**src/rtl/scl_timing_gen.sv**
```systemverilog
`timescale 1ns/1ps
module scl_timing_gen #(
  parameter int CNT_W = 16,
  parameter int RS_W  = 10
) (
  input  logic             clk,
  input  logic             rst_n,
  input  logic [CNT_W-1:0] low_cnt,
  input  logic [CNT_W-1:0] high_cnt,
  input  logic [RS_W-1:0]  rs_setup,
  input  logic             sample_low,
  input  logic             scl_direct,
  input  logic             sda_direct,
  input  logic             cmd_valid,
  input  logic [1:0]       cmd,
  input  logic             cmd_bit,
  output logic             cmd_ready,
  input  logic             scl_in,
  input  logic             sda_in,
  output logic             scl_o,
  output logic             scl_oe,
  output logic             sda_o,
  output logic             sda_oe,
  output logic             smp_strobe,
  output logic             smp_bit,
  output logic             bit_done,
  output logic             start_evt,
  output logic             stop_evt,
  output logic [2:0]       state
);
  localparam logic [2:0] S_IDLE = 3'd0, S_START = 3'd1, S_LOW_EDGE = 3'd2, S_LOW = 3'd3,
                         S_HIGH_EDGE = 3'd4, S_HIGH = 3'd5, S_STOP = 3'd6;
  localparam logic [1:0] C_START = 2'd0, C_BIT = 2'd1, C_STOP = 2'd2, C_NOP = 2'd3;
  localparam logic [1:0] K_BIT = 2'd0, K_STOP = 2'd1, K_RSTART = 2'd2;

  logic [2:0]       st;
  logic [CNT_W-1:0] cnt;
  logic [1:0]       slot;
  logic             setup_ph;
  logic             sda_pull;

  wire scl_pull = (st == S_LOW_EDGE) || (st == S_LOW);
  wire expired  = (cnt == '0);
  wire take     = cmd_valid && cmd_ready;

  assign cmd_ready = (st == S_IDLE) || (st == S_LOW_EDGE);
  assign state     = st;
  assign scl_o     = scl_direct ? ~scl_pull : scl_pull;
  assign scl_oe    = scl_direct ? scl_pull : ~scl_pull;
  assign sda_o     = sda_direct ? ~sda_pull : sda_pull;
  assign sda_oe    = sda_direct ? sda_pull : ~sda_pull;

  always_ff @(posedge clk or negedge rst_n) begin
    if (!rst_n) begin
      st         <= S_IDLE;
      cnt        <= '0;
      slot       <= K_BIT;
      setup_ph   <= 1'b0;
      sda_pull   <= 1'b0;
      smp_strobe <= 1'b0;
      smp_bit    <= 1'b0;
      bit_done   <= 1'b0;
      start_evt  <= 1'b0;
      stop_evt   <= 1'b0;
    end else begin
      smp_strobe <= 1'b0;
      bit_done   <= 1'b0;
      start_evt  <= 1'b0;
      stop_evt   <= 1'b0;
      if (!expired) cnt <= cnt - 1'b1;
      case (st)
        S_IDLE: if (take && cmd == C_START) begin
          st        <= S_START;
          setup_ph  <= 1'b0;
          sda_pull  <= 1'b1;
          start_evt <= 1'b1;
          cnt       <= high_cnt;
        end
        S_START: if (expired) begin
          if (setup_ph) begin
            setup_ph  <= 1'b0;
            sda_pull  <= 1'b1;
            start_evt <= 1'b1;
            cnt       <= high_cnt;
          end else begin
            st <= S_LOW_EDGE;
          end
        end
        S_LOW_EDGE: if (take && cmd != C_NOP) begin
          st  <= S_LOW;
          cnt <= low_cnt;
          if (cmd == C_BIT) begin
            slot     <= K_BIT;
            sda_pull <= ~cmd_bit;
          end else if (cmd == C_STOP) begin
            slot     <= K_STOP;
            sda_pull <= 1'b1;
          end else begin
            slot     <= K_RSTART;
            sda_pull <= 1'b0;
          end
        end
        S_LOW: if (expired) begin
          st <= S_HIGH_EDGE;
          if (sample_low && slot == K_BIT) begin
            smp_strobe <= 1'b1;
            smp_bit    <= sda_in;
          end
        end
        S_HIGH_EDGE: if (scl_in) begin
          if (slot == K_STOP) begin
            st  <= S_STOP;
            cnt <= high_cnt;
          end else if (slot == K_RSTART) begin
            st       <= S_START;
            setup_ph <= 1'b1;
            cnt      <= CNT_W'(rs_setup);
          end else begin
            st  <= S_HIGH;
            cnt <= high_cnt;
            if (!sample_low) begin
              smp_strobe <= 1'b1;
              smp_bit    <= sda_in;
            end
          end
        end
        S_HIGH: if (expired) begin
          st       <= S_LOW_EDGE;
          bit_done <= 1'b1;
        end
        S_STOP: if (expired) begin
          st       <= S_IDLE;
          sda_pull <= 1'b0;
          stop_evt <= 1'b1;
        end
        default: st <= S_IDLE;
      endcase
    end
  end

  p_edge_to_low_r3: assert property (@(posedge clk) disable iff (!rst_n)
    (st == S_LOW && $past(st) != S_LOW) |-> $past(st) == S_LOW_EDGE)
    else $error("low phase entered from a state other than low edge");

  p_wait_line_high_r4: assert property (@(posedge clk) disable iff (!rst_n)
    (st == S_HIGH && $past(st) != S_HIGH) |-> $past(scl_in))
    else $error("high count started before SCL was seen high");

  p_sda_hold_r4: assert property (@(posedge clk) disable iff (!rst_n)
    (st == S_HIGH && $past(st) == S_HIGH) |-> $stable(sda_pull))
    else $error("SDA moved while SCL high in a data slot");

  p_start_cond_r2: assert property (@(posedge clk) disable iff (!rst_n)
    start_evt |-> (st == S_START && sda_pull && !scl_pull))
    else $error("start event without SDA low under released SCL");

  p_stop_cond_r8: assert property (@(posedge clk) disable iff (!rst_n)
    stop_evt |-> (st == S_IDLE && $past(st) == S_STOP && !sda_pull))
    else $error("stop event not at the end of the stop state");

  p_done_pulse_r6: assert property (@(posedge clk) disable iff (!rst_n)
    bit_done |=> !bit_done)
    else $error("bit done wider than one cycle");

  p_strobe_pulse_r11: assert property (@(posedge clk) disable iff (!rst_n)
    smp_strobe |=> !smp_strobe)
    else $error("sample strobe wider than one cycle");
endmodule

```
**config.mk**
```make
export PLATFORM = sky130hd
export DESIGN_NAME = scl_timing_gen
export DESIGN_NICKNAME = d
export VERILOG_FILES = /design/src/rtl/scl_timing_gen.sv
export SDC_FILE = /design/constraint.sdc
export NUM_CORES = 1
export LEC_CHECK = 0
export BUFFER_PORTS_ARGS = -buffer_cell sky130_fd_sc_hd__buf_4
export CELL_PAD_IN_SITES_DETAIL_PLACEMENT = 0
export CELL_PAD_IN_SITES_GLOBAL_PLACEMENT = 2
export CORE_MARGIN = 1
export CORE_UTILIZATION = 29
export DETAILED_ROUTE_END_ITERATION = 16
export PLACE_DENSITY_LB_ADDON = 0.1
export SLEW_MARGIN = 15
export SYNTH_ARGS = -nofsm -noshare
export SYNTH_HDL_FRONTEND = slang
export SYNTH_SLANG_ARGS = --single-unit
```
**constraint.sdc**
```tcl
create_clock -name clk -period 3.1 [get_ports clk]
set_input_delay 0.31 -clock clk [delete_from_list [all_inputs] [get_ports clk]]
set_output_delay 0.31 -clock clk [all_outputs]
set_load 0.1 [all_outputs]
```
Word level (Yosys, flattened, before mapping)
Index checks and enable logic that the tools add are counted.
{"block": "word_totals", "ff_bits": 28, "input_bits": 53, "output_inout_bits": 13, "wordCells": 117}
{"block": "classes", "n_addsub": 1, "n_eq_ne": 25, "mux": 60, "n_bitwise": 3, "n_reduce_logical": 18}
{"op": "$mux 16", "count": 8}
{"op": "$pmux 16 s4", "count": 1}
{"op": "$mux 1", "count": 33}
{"op": "$mux 3", "count": 10}
{"op": "$ne 2x2->1 const B", "count": 12}
{"op": "$pmux 3 s7", "count": 1}
{"op": "$logic_not 16->1", "count": 1}
{"op": "$sub 16x1->16 const B", "count": 1}
{"op": "$reduce_and 6->1", "count": 2}
{"op": "$eq 3x3->1 const B", "count": 3}
{"op": "$reduce_and 8->1", "count": 1}
{"op": "$reduce_and 7->1", "count": 1}
{"op": "$eq 3x2->1 const B", "count": 2}
{"op": "$ne 2x1->1 const B", "count": 3}
{"op": "$pmux 1 s2", "count": 3}
{"op": "$eq 2x1->1 const B", "count": 2}
{"op": "$eq 2x2->1 const B", "count": 2}
{"op": "$logic_and 1x1->1", "count": 4}
{"op": "$logic_not 2->1", "count": 2}
{"op": "$mux 2", "count": 2}
{"op": "$pmux 1 s4", "count": 1}
{"op": "$reduce_bool 4->1", "count": 1}
{"op": "$eq 3x1->1 const B", "count": 1}
{"op": "$logic_not 3->1", "count": 1}
{"op": "6 further kinds", "count": 9}

Longest topological paths before layout
Gate-level depths: netlist of the first run.
{"block": "depth", "word_depth": 6, "depth_mapped": 9, "mapped_depth_nobuf": 7}

Worst setup path before layout of the first run
No wires, ideal clock.
{"block": "synth_timing", "path_kind": "register to output", "start": "reg st[1], in the netlist state[1]", "end": "out scl_oe", "t_arrival_ns": 4.276, "t_required_ns": 2.790, "path_slack_ns": -1.486, "stages_incl_launch_ff": 6, "n_path_buf": 2, "cell_sequence": "dfrtp_1 clkbuf_1 clkbuf_1 nand2b_1 xnor2_1 inv_1"}
{"block": "synth_via", "elab_chain_len": 4, "word_cells_on_any_way": 5, "cone_classes": "eq/ne: 2; mux: 1; bitwise: 1; reduce/logical: 1"}
{"element": "start: declaration", "line": "36", "rtl": "logic [2:0] st;"}
{"element": "start signal: assignment", "line": "55", "rtl": "st <= S_IDLE;"}
{"element": "start signal: assignment", "line": "73", "rtl": "st <= S_START;"}
{"element": "start signal: assignment", "line": "86", "rtl": "st <= S_LOW_EDGE;"}
{"element": "$eq 3x2->1", "line": "42", "rtl": "wire scl_pull = (st == S_LOW_EDGE) || (st == S_LOW);"}
{"element": "$logic_or 1x1->1 (*)", "line": "42"}
{"element": "$not 1->1", "line": "49", "rtl": "assign scl_oe = scl_direct ? scl_pull : ~scl_pull;"}
{"element": "$mux 1 (*)", "line": "49"}
{"element": "end: declaration", "line": "21", "rtl": "output logic scl_oe,"}
Mark *: on every way between the ends. The rest lies on a longest branch, timed or not.

Final worst setup path of the first run
{"block": "layout_timing", "start": "reg cnt[0]", "end": "reg cnt[11]"}
{"block": "layout_via", "elab_chain_len": 5, "word_cells_on_any_way": 9, "cone_classes": "add/sub: 1; mux: 7; reduce/logical: 1"}
{"element": "start: declaration", "line": "37", "rtl": "logic [CNT_W-1:0] cnt;"}
{"element": "start signal: assignment", "line": "70", "rtl": "if (!expired) cnt <= cnt - 1'b1;"}
{"element": "start signal: assignment", "line": "77", "rtl": "cnt <= high_cnt;"}
{"element": "start signal: assignment", "line": "84", "rtl": "cnt <= high_cnt;"}
{"element": "$sub 16x1->16 / $logic_not 16->1 (equally long branches)", "line": "70, 43"}
{"element": "$mux 16", "line": "70"}
{"element": "$mux 16", "line": "80", "rtl": "if (setup_ph) begin"}
{"element": "$mux 16", "line": "79", "rtl": "S_START: if (expired) begin"}
{"element": "$pmux 16 s4 (*)", "line": "71", "rtl": "case (st)"}
Marks and branches as above.
A chain may end at the register's enable or synchronous reset.

==> impl_metrics.env, run 1 <==
export IMPL_dp_cells=383
export IMPL_ctsHtreeMaxLevel=1
export IMPL_cts_buffers=3
export IMPL_max_clock_path_buffers=2
export IMPL_dp_hpwl_mm=4.55
export IMPL_dr_pass1_iters=4
export IMPL_area_growth_pct=33.9
export IMPL_grt_pass1_wl_mm=9.87
export IMPL_min_period_ns=2.45
export IMPL_yosys_top_cells_area="dfrtp_1, a221o_1, o21ai_0"
export IMPL_switchingPower_mw=0.723
export IMPL_leakage_nw=1.22
export IMPL_cp_start_kind="flop"
export IMPL_wl_per_cell_um=15.7
export IMPL_finalHoldViolCount=0
export IMPL_synth_nets=290
export IMPL_required_ns=3.32
export IMPL_start_util_pct=30.0
export IMPL_largest_reg_flops=16
export IMPL_final_nets=351
export IMPL_synth_top_area_share_pct=34.4
export IMPL_ant_nets=0
export IMPL_netlist_instances=232
export IMPL_p_seq_share_pct=35.6
export IMPL_layout_common_cells="buf_4, dfrtp_1, a221o_1, o21ai_0"
export IMPL_grt_max_degree=29
export IMPL_combPwrFrac_pct=46.7
export IMPL_ys_async_sr_fraction_pct=100
export IMPL_final_area_um2=2730
export IMPL_cts_root_buffer="clkbuf_8"
export IMPL_slew_headroom_pct=34.5
export IMPL_synth_edf_count=0
export IMPL_netSwitchingFraction_pct=42.6
export IMPL_avgSynthCellArea_um2=8.78
export IMPL_worst_pin_slew_ns=0.978
export IMPL_synth_top_area_cell="dfrtp_1"
export IMPL_grt_overflow=0
export IMPL_utilization_pct=40.1
export IMPL_run_status="finished clean"
export IMPL_drt_initial_drc_count=174
export IMPL_p_int_mw=0.974
export IMPL_critPathArrivalTime_ns=2.67
export IMPL_die_h_um=85.8
export IMPL_drive_gt1_share_pct=29.8
export IMPL_end_kind="flop"
export IMPL_grt_setup_unrepaired="no"
export IMPL_crit_fanout=13
export IMPL_yosysWarningCount=0
export IMPL_drt_wl_total_mm=6.08
export IMPL_cts_setup_buffers=0
export IMPL_finalCritPeriodShare_pct=79.0
export IMPL_synth_seq_cells=28
export IMPL_syn_area_um2=2040
export IMPL_cts_sinks=28
export IMPL_vias_per_cell=5.24
export IMPL_maxCapViolCount=0
export IMPL_die_area_um2=7360
export IMPL_portBuffers=65
export IMPL_power_share_clock_pct=17.7
export IMPL_grt_pass1_vias=1923
export IMPL_placed_area_um2=2650
export IMPL_finalNonFillerCells=388
export IMPL_synth_distinct_cells=51
export IMPL_irDropWorstVdd_v=0.000196
export IMPL_antenna_found_initial=0
export IMPL_p_per_area_nw_per_um2=622
export IMPL_clock_latency_ns=0.28
export IMPL_ys_seq_area_share_pct=34.4
export IMPL_cts_resized=0
export IMPL_clock_skew_ns=0.00692
export IMPL_setup_violations_final=0
export IMPL_cts_tree="done"
export IMPL_coreArea_um2=6790
export IMPL_synthFlopType="dfrtp_1"
export IMPL_io_pins=66
export IMPL_diodes=0
export IMPL_clk_pin_slew_worst_paths_ns=0.11
export IMPL_regMostFlops="cnt"
export IMPL_hp_class="in2reg"
export IMPL_fmax_mhz=408
export IMPL_drv_slew=0
export IMPL_whs_ns=0.248
export IMPL_vias=2032
export IMPL_critical_path_class="reg2reg"
export IMPL_row_count=30
export IMPL_drc=0
export IMPL_track_usage_pct=17.0
export IMPL_final_common_cell="buf_4"
export IMPL_globalplace_congestion=0.786
export IMPL_die_x_um=85.8
what timing repair did:
item                                    CTS  global route
hold buffers                              1             0
endpoints found under the setup margin    0             0
endpoints found under the hold margin    28             0
power by group through the flow:
| stage | Sequential (mW) | Combinational [mW] | Clock, mW |
|---|---|---|---|
| 2_1_floorplan | 0.608 | 0.575 | 0 |
| 3_3_place_gp | 0.611 | 0.796 | 0 |
| 3_5_place_dp | 0.607 | 0.792 | 0 |
| 4_1_cts | 0.600 | 0.797 | 0.314 |
| 5_1_grt | 0.619 | 0.870 | 0.327 |
| 6_report | 0.603 | 0.793 | 0.300 |
Yosys cell counts, types with 2 or more instances:
cell / instances
a21oi_1: 11
a221o_1: 16
a22o_1: 8
and2_1: 8
buf_2: 5
clkbuf_1: 8
dfrtp_1: 28
ha_1: 5
inv_1: 11
mux2_2: 4
mux2i_1: 2
nand2_1: 15
nand2b_1: 3
nand3_1: 6
nor2_1: 16
nor2b_1: 5
nor3_1: 14
nor3b_1: 2
nor4_1: 3
o211a_1: 2
o21ai_0: 16
o22ai_1: 2
o31a_1: 2
o31ai_1: 3
or2_2: 2
or3_1: 5
or4_1: 2
xnor2_1: 3
xor2_1: 3
worst paths after layout:
kind                       slack, ns            startpoint  cells past startpoint                   end
max                             0.65      cnt[0]$_DFF_PN0_                      7     cnt[11]$_DFF_PN0_
min                             0.25           high_cnt[8]                      2      cnt[8]$_DFF_PN0_
max reg2reg                     0.65      cnt[0]$_DFF_PN0_                      7     cnt[11]$_DFF_PN0_
min reg2reg                     0.55  setup_ph$_DFFE_PN0P_                      1  setup_ph$_DFFE_PN0P_
max in group asynchronous       2.33                 rst_n                      2      cnt[6]$_DFF_PN0_
min in group asynchronous       0.49                 rst_n                      2  state[1]$_DFFE_PN0P_
cell type report:
type                            count  area, um^2
Clock inverter                      1        30.0
Tap cell                           96         120
Fill cell                         706        4070
Multi-Input combinational cell    180        1270
Inverter                           11        41.3
Sequential cell                    28         701
Clock buffer                        3        41.3
Timing Repair Buffer               69         520
layer usage:
metal  global-route usage [%]  part of all wire [%]
met4                     2.58                  0.48
met2                     26.5                    45
met5                        0                     0
met1                     25.0                    47
met3                     3.08                   6.9
metrics by stage:
| stage | setup slack (ns) | power, mW | TNS [ns] |
|---|---|---|---|
| 2_1_floorplan | -0.144 | 1.18 | -0.144 |
| 6_report | 0.651 | 1.70 | 0 |
| 3_5_place_dp | 0.539 | 1.40 | 0 |
| 5_1_grt | 0.394 | 1.82 | 0 |
| 3_3_place_gp | 0.529 | 1.41 | 0 |
| 4_1_cts | 0.581 | 1.71 | 0 |
critical path: stages, from the launching register on:
cell,delay [ns]
dfrtp_1,0.39
inv_1,0.07
ha_1,0.23
and2b_1,0.29
nand2_1,0.25
nor3_1,0.10
nor2_1,0.75
a221o_1,0.29
cell families (layout without fill, tap and decap cells):
kind of cell | count (synthesis) | after routing | share of synthesized area, %
compound gates | 74 | 74 | 28.6
flops | 28 | 28 | 34.4
mux | 6 | 6 | 3.19
simple gates | 89 | 89 | 23.5
xor+xnor | 6 | 6 | 2.58
buf+inv | 24 | 84 | 4.73
fa+ha+maj | 5 | 5 | 3.07
Power figures use the tool's default switching activity.
==> run 2: changes to the inputs <==
ABC_AREA = 1   (was not set)
CORE_UTILIZATION = 28   (was 29)
clock period = 2.39 ns   (was 3.1 ns; I/O delays follow)
==> run 2 against run 1 <==
Sequential cell count unchanged. Final cell count grew 20%. Routed wire length is 1.1% higher. Clock-buffer cell count rose by 1. Synthesized cell count increased by 29%. Clock skew down 0.00098 ns. Sequential share of layout area fell by 0.95 points. Die area is 9.9% higher. Critical path depth is 3 higher. Area after synthesis up 6.3%. Highest routed layer unchanged.
==> impl_metrics.env, run 2 <==
export IMPL_run_status="finished clean"
export IMPL_globalplace_congestion=0.802
export IMPL_cp_depth=10
export IMPL_grt_max_degree=29
export IMPL_use_met2_pct=23.2
export IMPL_synth_top_area_share_pct=32.4
export IMPL_p_seq_share_pct=24.4
export IMPL_yosys_top_cells_area="dfrtp_1, nand2_1, nor2_1"
export IMPL_slowest_delay_ns=0.44
export IMPL_end_kind="flop"
export IMPL_finalNonFillerCells=465
export IMPL_synth_top_area_cell="dfrtp_1"
export IMPL_utilization_pct=38.6
export IMPL_crit_fanout=14
export IMPL_dp_hpwl_mm=4.75
export IMPL_grtUsageMet3_pct=2.54
export IMPL_fill_cells=837
export IMPL_fmax_mhz=504
export IMPL_grt_pass1_vias=2059
export IMPL_coreArea_um2=7370
export IMPL_switchingPower_mw=2.02
export IMPL_worst_pin_slew_ns=0.617
export IMPL_layout_common_cells="nand2_1, buf_4, nor2_1"
export IMPL_track_usage_pct=15.7
export IMPL_hold_path_depth=3
export IMPL_clock_latency_ns=0.29
export IMPL_syn_area_um2=2170
export IMPL_required_ns=2.62
export IMPL_ys_async_sr_fraction_pct=100
export IMPL_combPwrFrac_pct=66.6
export IMPL_regMostFlops="cnt"
export IMPL_netlist_instances=299
export IMPL_clk_pin_slew_worst_paths_ns=0.11
export IMPL_diodes=0
export IMPL_die_area_um2=8090
export IMPL_drv_slew=0
export IMPL_start_util_pct=29.4
export IMPL_finalHoldViolCount=0
export IMPL_top_usage_layer="met1"
export IMPL_yosysWarningCount=0
export IMPL_grt_overflow=0
export IMPL_setup_violations_final=0
export IMPL_path_delay_family="compound AO/OA/AOI/OAI gates"
export IMPL_p_int_mw=1.52
export IMPL_avgSynthCellArea_um2=7.24
export IMPL_drt_initial_drc_count=88
export IMPL_critical_path_class="reg2reg"
export IMPL_gr_usage_met1_pct=23.7
export IMPL_area_growth_pct=31.3
export IMPL_finalCritPeriodShare_pct=83.1
export IMPL_clock_skew_ns=0.00595
export IMPL_crit_slowest_cell="dfrtp_1"
export IMPL_ant_nets=0
export IMPL_cts_root_buffer="clkbuf_8"
export IMPL_maxCapViolCount=0
export IMPL_row_count=31
export IMPL_path_cells="inv_1 -> ha_1 -> nand2_1 -> nor2_1 -> nand2_2 -> o21ai_2 -> inv_2 -> o21ai_4 -> a21boi_1 -> nand2_1"
export IMPL_synth_seq_cells=28
export IMPL_final_common_cell="nand2_1"
export IMPL_whs_ns=0.146
export IMPL_vias_per_cell=4.57
export IMPL_cts_sinks=28
export IMPL_drt_wl_total_mm=6.15
export IMPL_antenna_found_initial=0
export IMPL_critPathArrivalTime_ns=2.22
export IMPL_cts_buffers=3
export IMPL_synth_nets=357
export IMPL_drc=0
export IMPL_place_ws_ns=0.399
export IMPL_dp_cells=460
export IMPL_grt_setup_unrepaired="no"
export IMPL_finalPower_mw=3.54
export IMPL_worstRegToRegCells=10
export IMPL_netSwitchingFraction_pct=57.1
export IMPL_power_share_clock_pct=9.0
export IMPL_portBuffers=65
export IMPL_crit_buf_inv=2
export IMPL_vias=2124
export IMPL_drive_gt1_share_pct=32.2
export IMPL_synthFlopType="dfrtp_1"
export IMPL_ys_seq_area_share_pct=32.4
export IMPL_cp_start_kind="flop"
export IMPL_wl_per_cell_um=13.2
export IMPL_leakage_nw=1.50
export IMPL_final_nets=425
export IMPL_ctsHtreeMaxLevel=1
export IMPL_cts_tree="done"
export IMPL_slew_headroom_pct=58.7
export IMPL_io_pins=66
export IMPL_synth_edf_count=0
export IMPL_cts_setup_buffers=0
export IMPL_dr_pass1_iters=4
export IMPL_fin_ws_ns=0.404
export IMPL_synth_distinct_cells=38
export IMPL_post_synth_top_count_cell="nand2_1"
export IMPL_max_clock_path_buffers=2
export IMPL_die_x_um=90.0
export IMPL_hp_class="in2reg"
export IMPL_crit_top_cell="nand2_1"
export IMPL_irDropWorstVdd_v=0.000523
export IMPL_min_period_ns=1.99
export IMPL_largest_reg_flops=16
export IMPL_die_h_um=90.0
export IMPL_p_per_area_nw_per_um2=1250
export IMPL_synth_common_cells="nand2_1, nor2_1, inv_1"
export IMPL_grt_pass1_wl_mm=10.2
run 2: cell count changes after synthesis, moves of 9 or more:
cell / before / now
a221o_1: 16 / 0
inv_1: 11 / 29
inv_2: 0 / 9
nand2_1: 15 / 71
nand2_2: 0 / 12
nand3_1: 6 / 23
nor2_1: 16 / 34
o21ai_0: 16 / 6
run 2: kinds of logic (layout without fill, tap and decap cells):
kind of cell	Yosys count	in the layout	share of synthesized area, %
buffers and inverters	43	110	8.61
xor gates and xnor gates	8	8	3.24
muxes	1	1	0.520
AOI/OAI and AO/OA	42	42	13.1
adders and majority gates	5	5	2.89
DFF	28	28	32.4
and+or+nand+nor	172	172	39.3
run 2: stage by stage:
stage	area [um^2]	TNS [ns]
final	2840	0
after global routing	2840	0
after CTS	2840	0
after detailed placement	2780	0
after global placement	2780	0
after floorplan	2190	-0.454
run 2: area by class of cell:
| class | count | area (um^2) | area share, % |
|---|---|---|---|
| clock buffers | 4 | 55.1 | 1.94 |
| inverters | 38 | 143 | 5.02 |
| multi-input cells | 228 | 1310 | 45.9 |
| flip-flops and latches | 28 | 703 | 24.7 |
| well taps | 99 | 124 | 4.36 |
| repair buffers | 68 | 513 | 18.0 |
run 2: repair_timing:
item | CTS | global route
hold buffers | 1 | 0
gates resized for setup | 0 | 0
hold endpoints to repair | 28 | 0
run 2: power groups by stage:
stage	clock network (mW)	logic [mW]	registers (mW)
global placement	0	2.37	0.875
detailed placement	0	2.36	0.876
finish	0.320	2.36	0.864
floorplan	0	1.70	1.03
global route	0.344	2.60	0.894
CTS	0.332	2.37	0.866
run 2: final timing paths:
kind	startpoint	end	slack, ns
max	cnt[0]$_DFF_PN0_	cnt[15]$_DFF_PN0_	0.40
min	high_cnt[7]	cnt[7]$_DFF_PN0_	0.15
max reg2reg	cnt[0]$_DFF_PN0_	cnt[15]$_DFF_PN0_	0.40
min in group asynchronous	rst_n	state[1]$_DFFE_PN0P_	0.41
min reg2reg	smp_bit$_DFFE_PN0P_	smp_bit$_DFFE_PN0P_	0.51
max in group asynchronous	rst_n	state[0]$_DFFE_PN0P_	1.69
run 2: layer usage:
layer  part of all wire (%)  up-vias
li1                       -     1110
met1                     53      957
met2                     42       52
met3                    3.9        5
met4                    1.0        0
met5                      0        -
run 2: worst min-delay path, delay by kind of cell:
kind,cells,cell delay (ns)
simple gates,1,0.04
buf+inv,1,0.08
compound gates,1,0.04
==> run 3: changes to the inputs <==
CORE_UTILIZATION = 25   (was 28)
clock period = 1.6 ns   (was 2.39 ns; I/O delays follow)
==> run 3 against run 2 <==
The run now ends with negative setup slack left. Non-clock buffer count increased by 90. Utilization increased by 9.6 points. Largest power group unchanged. Sequential power increased by 47%. Die area increased by 12%. Cell area increased by 41%. Clock power increased by 37%. Combinational power increased to 2.7 times the previous value. Global-route usage increased by 2.2 points. Routed wire length increased by 23%. Highest routed layer unchanged.
==> impl_metrics.env, run 3 (synthesis gave the netlist of run 2 again) <==
export IMPL_run_status="complete, but fails checks"
export IMPL_violations="negative setup slack"
export IMPL_cp_start_kind="flop"
export IMPL_ctsHtreeMaxLevel=1
export IMPL_leakage_nw=2.07
export IMPL_die_area_um2=9040
export IMPL_start_util_pct=26.1
export IMPL_row_count=33
export IMPL_clock_latency_ns=0.29
export IMPL_regMostFlops="cnt"
export IMPL_cts_tree="done"
export IMPL_vias_per_cell=4.47
export IMPL_globalplace_congestion=0.834
export IMPL_max_clock_path_buffers=2
export IMPL_cts_buffers=3
export IMPL_worst_pin_slew_ns=0.403
export IMPL_drive_gt1_share_pct=59.4
export IMPL_clock_skew_ns=0.00272
export IMPL_cts_sinks=28
export IMPL_crit_top_cell="buf_6"
export IMPL_final_nets=515
export IMPL_end_kind="output pin"
export IMPL_placed_area_um2=3440
export IMPL_crit_buf_inv=5
export IMPL_final_common_cell="buf_4"
export IMPL_slew_headroom_pct=73.2
export IMPL_critPathArrivalTime_ns=1.62
export IMPL_drt_initial_drc_count=75
export IMPL_final_area_um2=4000
export IMPL_largest_reg_flops=16
export IMPL_dp_hpwl_mm=5.67
export IMPL_path_cells="clkinv_4 -> buf_6 -> nand2_4 -> buf_6 -> xnor2_4 -> clkinvlp_4 -> buf_12"
export IMPL_grt_setup_unrepaired="yes"
export IMPL_irDropWorstVdd_v=0.00116
export IMPL_ant_nets=0
export IMPL_slowest_delay_ns=0.54
export IMPL_crit_fanout=3
export IMPL_dr_pass1_iters=4
export IMPL_min_period_ns=1.78
export IMPL_setup_violations_final=23
export IMPL_p_per_area_nw_per_um2=2020
export IMPL_layout_common_cells="buf_4, nand2_1, inv_1, dfrtp_1, nand2_2"
export IMPL_die_x_um=95.1
export IMPL_cts_root_buffer="clkbuf_8"
export IMPL_coreArea_um2=8300
export IMPL_grt_overflow=0
export IMPL_grt_pass1_vias=2384
export IMPL_clk_pin_slew_worst_paths_ns=0.11
export IMPL_area_growth_pct=84.7
export IMPL_io_pins=66
export IMPL_drc=0
export IMPL_fmax_mhz=561
export IMPL_hp_class="in2reg"
export IMPL_portBuffers=65
export IMPL_antenna_found_initial=0
export IMPL_wl_per_cell_um=13.5
export IMPL_diodes=0
export IMPL_track_usage_pct=17.9
export IMPL_crit_slowest_cell="dfrtp_4"
export IMPL_path_delay_family="buffers and inverters"
export IMPL_grt_pass1_wl_mm=12.2
export IMPL_critical_path_class="reg2out"
export IMPL_maxCapViolCount=0
export IMPL_finalCritPeriodShare_pct=111
export IMPL_die_h_um=95.1
export IMPL_fin_ws_ns=-0.184
export IMPL_grt_max_degree=29
export IMPL_finalHoldViolCount=0
export IMPL_vias=2507
export IMPL_drv_slew=0
export IMPL_utilization_pct=48.2
export IMPL_drt_wl_total_mm=7.55
export IMPL_required_ns=1.44
-- run 3: final cells by class --
cell class / instances / area [um^2]
Fill cell: 858 / 4300
Multi-Input combinational cell: 228 / 1640
Timing Repair Buffer: 158 / 1320
Sequential cell: 28 / 712
Inverter: 38 / 156
Tap cell: 105 / 131
Clock buffer: 4 / 45.0
-- run 3: repair_timing --
item,4_1_cts,5_1_grt
gates cloned,2,0
endpoints found under the setup margin,26,27
buffers inserted,16,3
endpoints found under the hold margin,28,0
resized for setup,68,32
hold buffers,1,0
pin swaps,21,11
-- run 3: path summary, 6_finish.rpt --
path / startpoint / depth (start not counted) / slack [ns] / to
max in group asynchronous: rst_n / 2 / 0.95 / state[1]$_DFFE_PN0P_
hold reg to reg: smp_bit$_DFFE_PN0P_ / 1 / 0.54 / smp_bit$_DFFE_PN0P_
setup reg to reg: state[0]$_DFFE_PN0P_ / 8 / -0.16 / cnt[5]$_DFF_PN0_
min in group asynchronous: rst_n / 2 / 0.33 / bit_done$_DFF_PN0_
setup / recovery: state[2]$_DFFE_PN0P_ / 7 / -0.18 / scl_oe
hold / removal: high_cnt[4] / 3 / 0.07 / cnt[4]$_DFF_PN0_
-- run 3: report_power, final --
part | internal, mW | total (mW) | switching, mW | leakage [nW]
clock network | 0.180 | 0.440 | 0.260 | 0.0228
logic | 2.88 | 6.36 | 3.48 | 1.69
registers | 0.994 | 1.27 | 0.279 | 0.358
-- run 3: metrics by stage --
stage	worst slack, ns	setup TNS (ns)	total power, mW	hold slack (ns)	cells
final	-0.184	-2.74	8.07	0.0714	561
after global routing	-0.260	-4.69	8.65	0.0662	561
after CTS	-0.204	-2.01	7.80	0.0574	560
after detailed placement	-0.165	-2.41	6.30	0.127	538
after global placement	-0.126	-2.13	6.29	0.123	538
after floorplan	-0.863	-16.21	4.34	-0.136	299
-- run 3: metal layers --
metal,vias to the layer above,routed length (um),track usage (%)
li1,1288,-,-
met5,-,0,0
met4,0,78,3.79
met3,7,336,2.71
met2,57,3290,26.9
met1,1155,3850,26.8
-- run 3: worst register-to-register path: stages, from the launching register on --
cell,delay [ns]
dfrtp_4,0.54
nor2_4,0.17
nand3b_1,0.17
nand2_2,0.13
nand4_1,0.12
nand3b_4,0.23
buf_12,0.18
o21ai_2,0.06
nand3_2,0.07
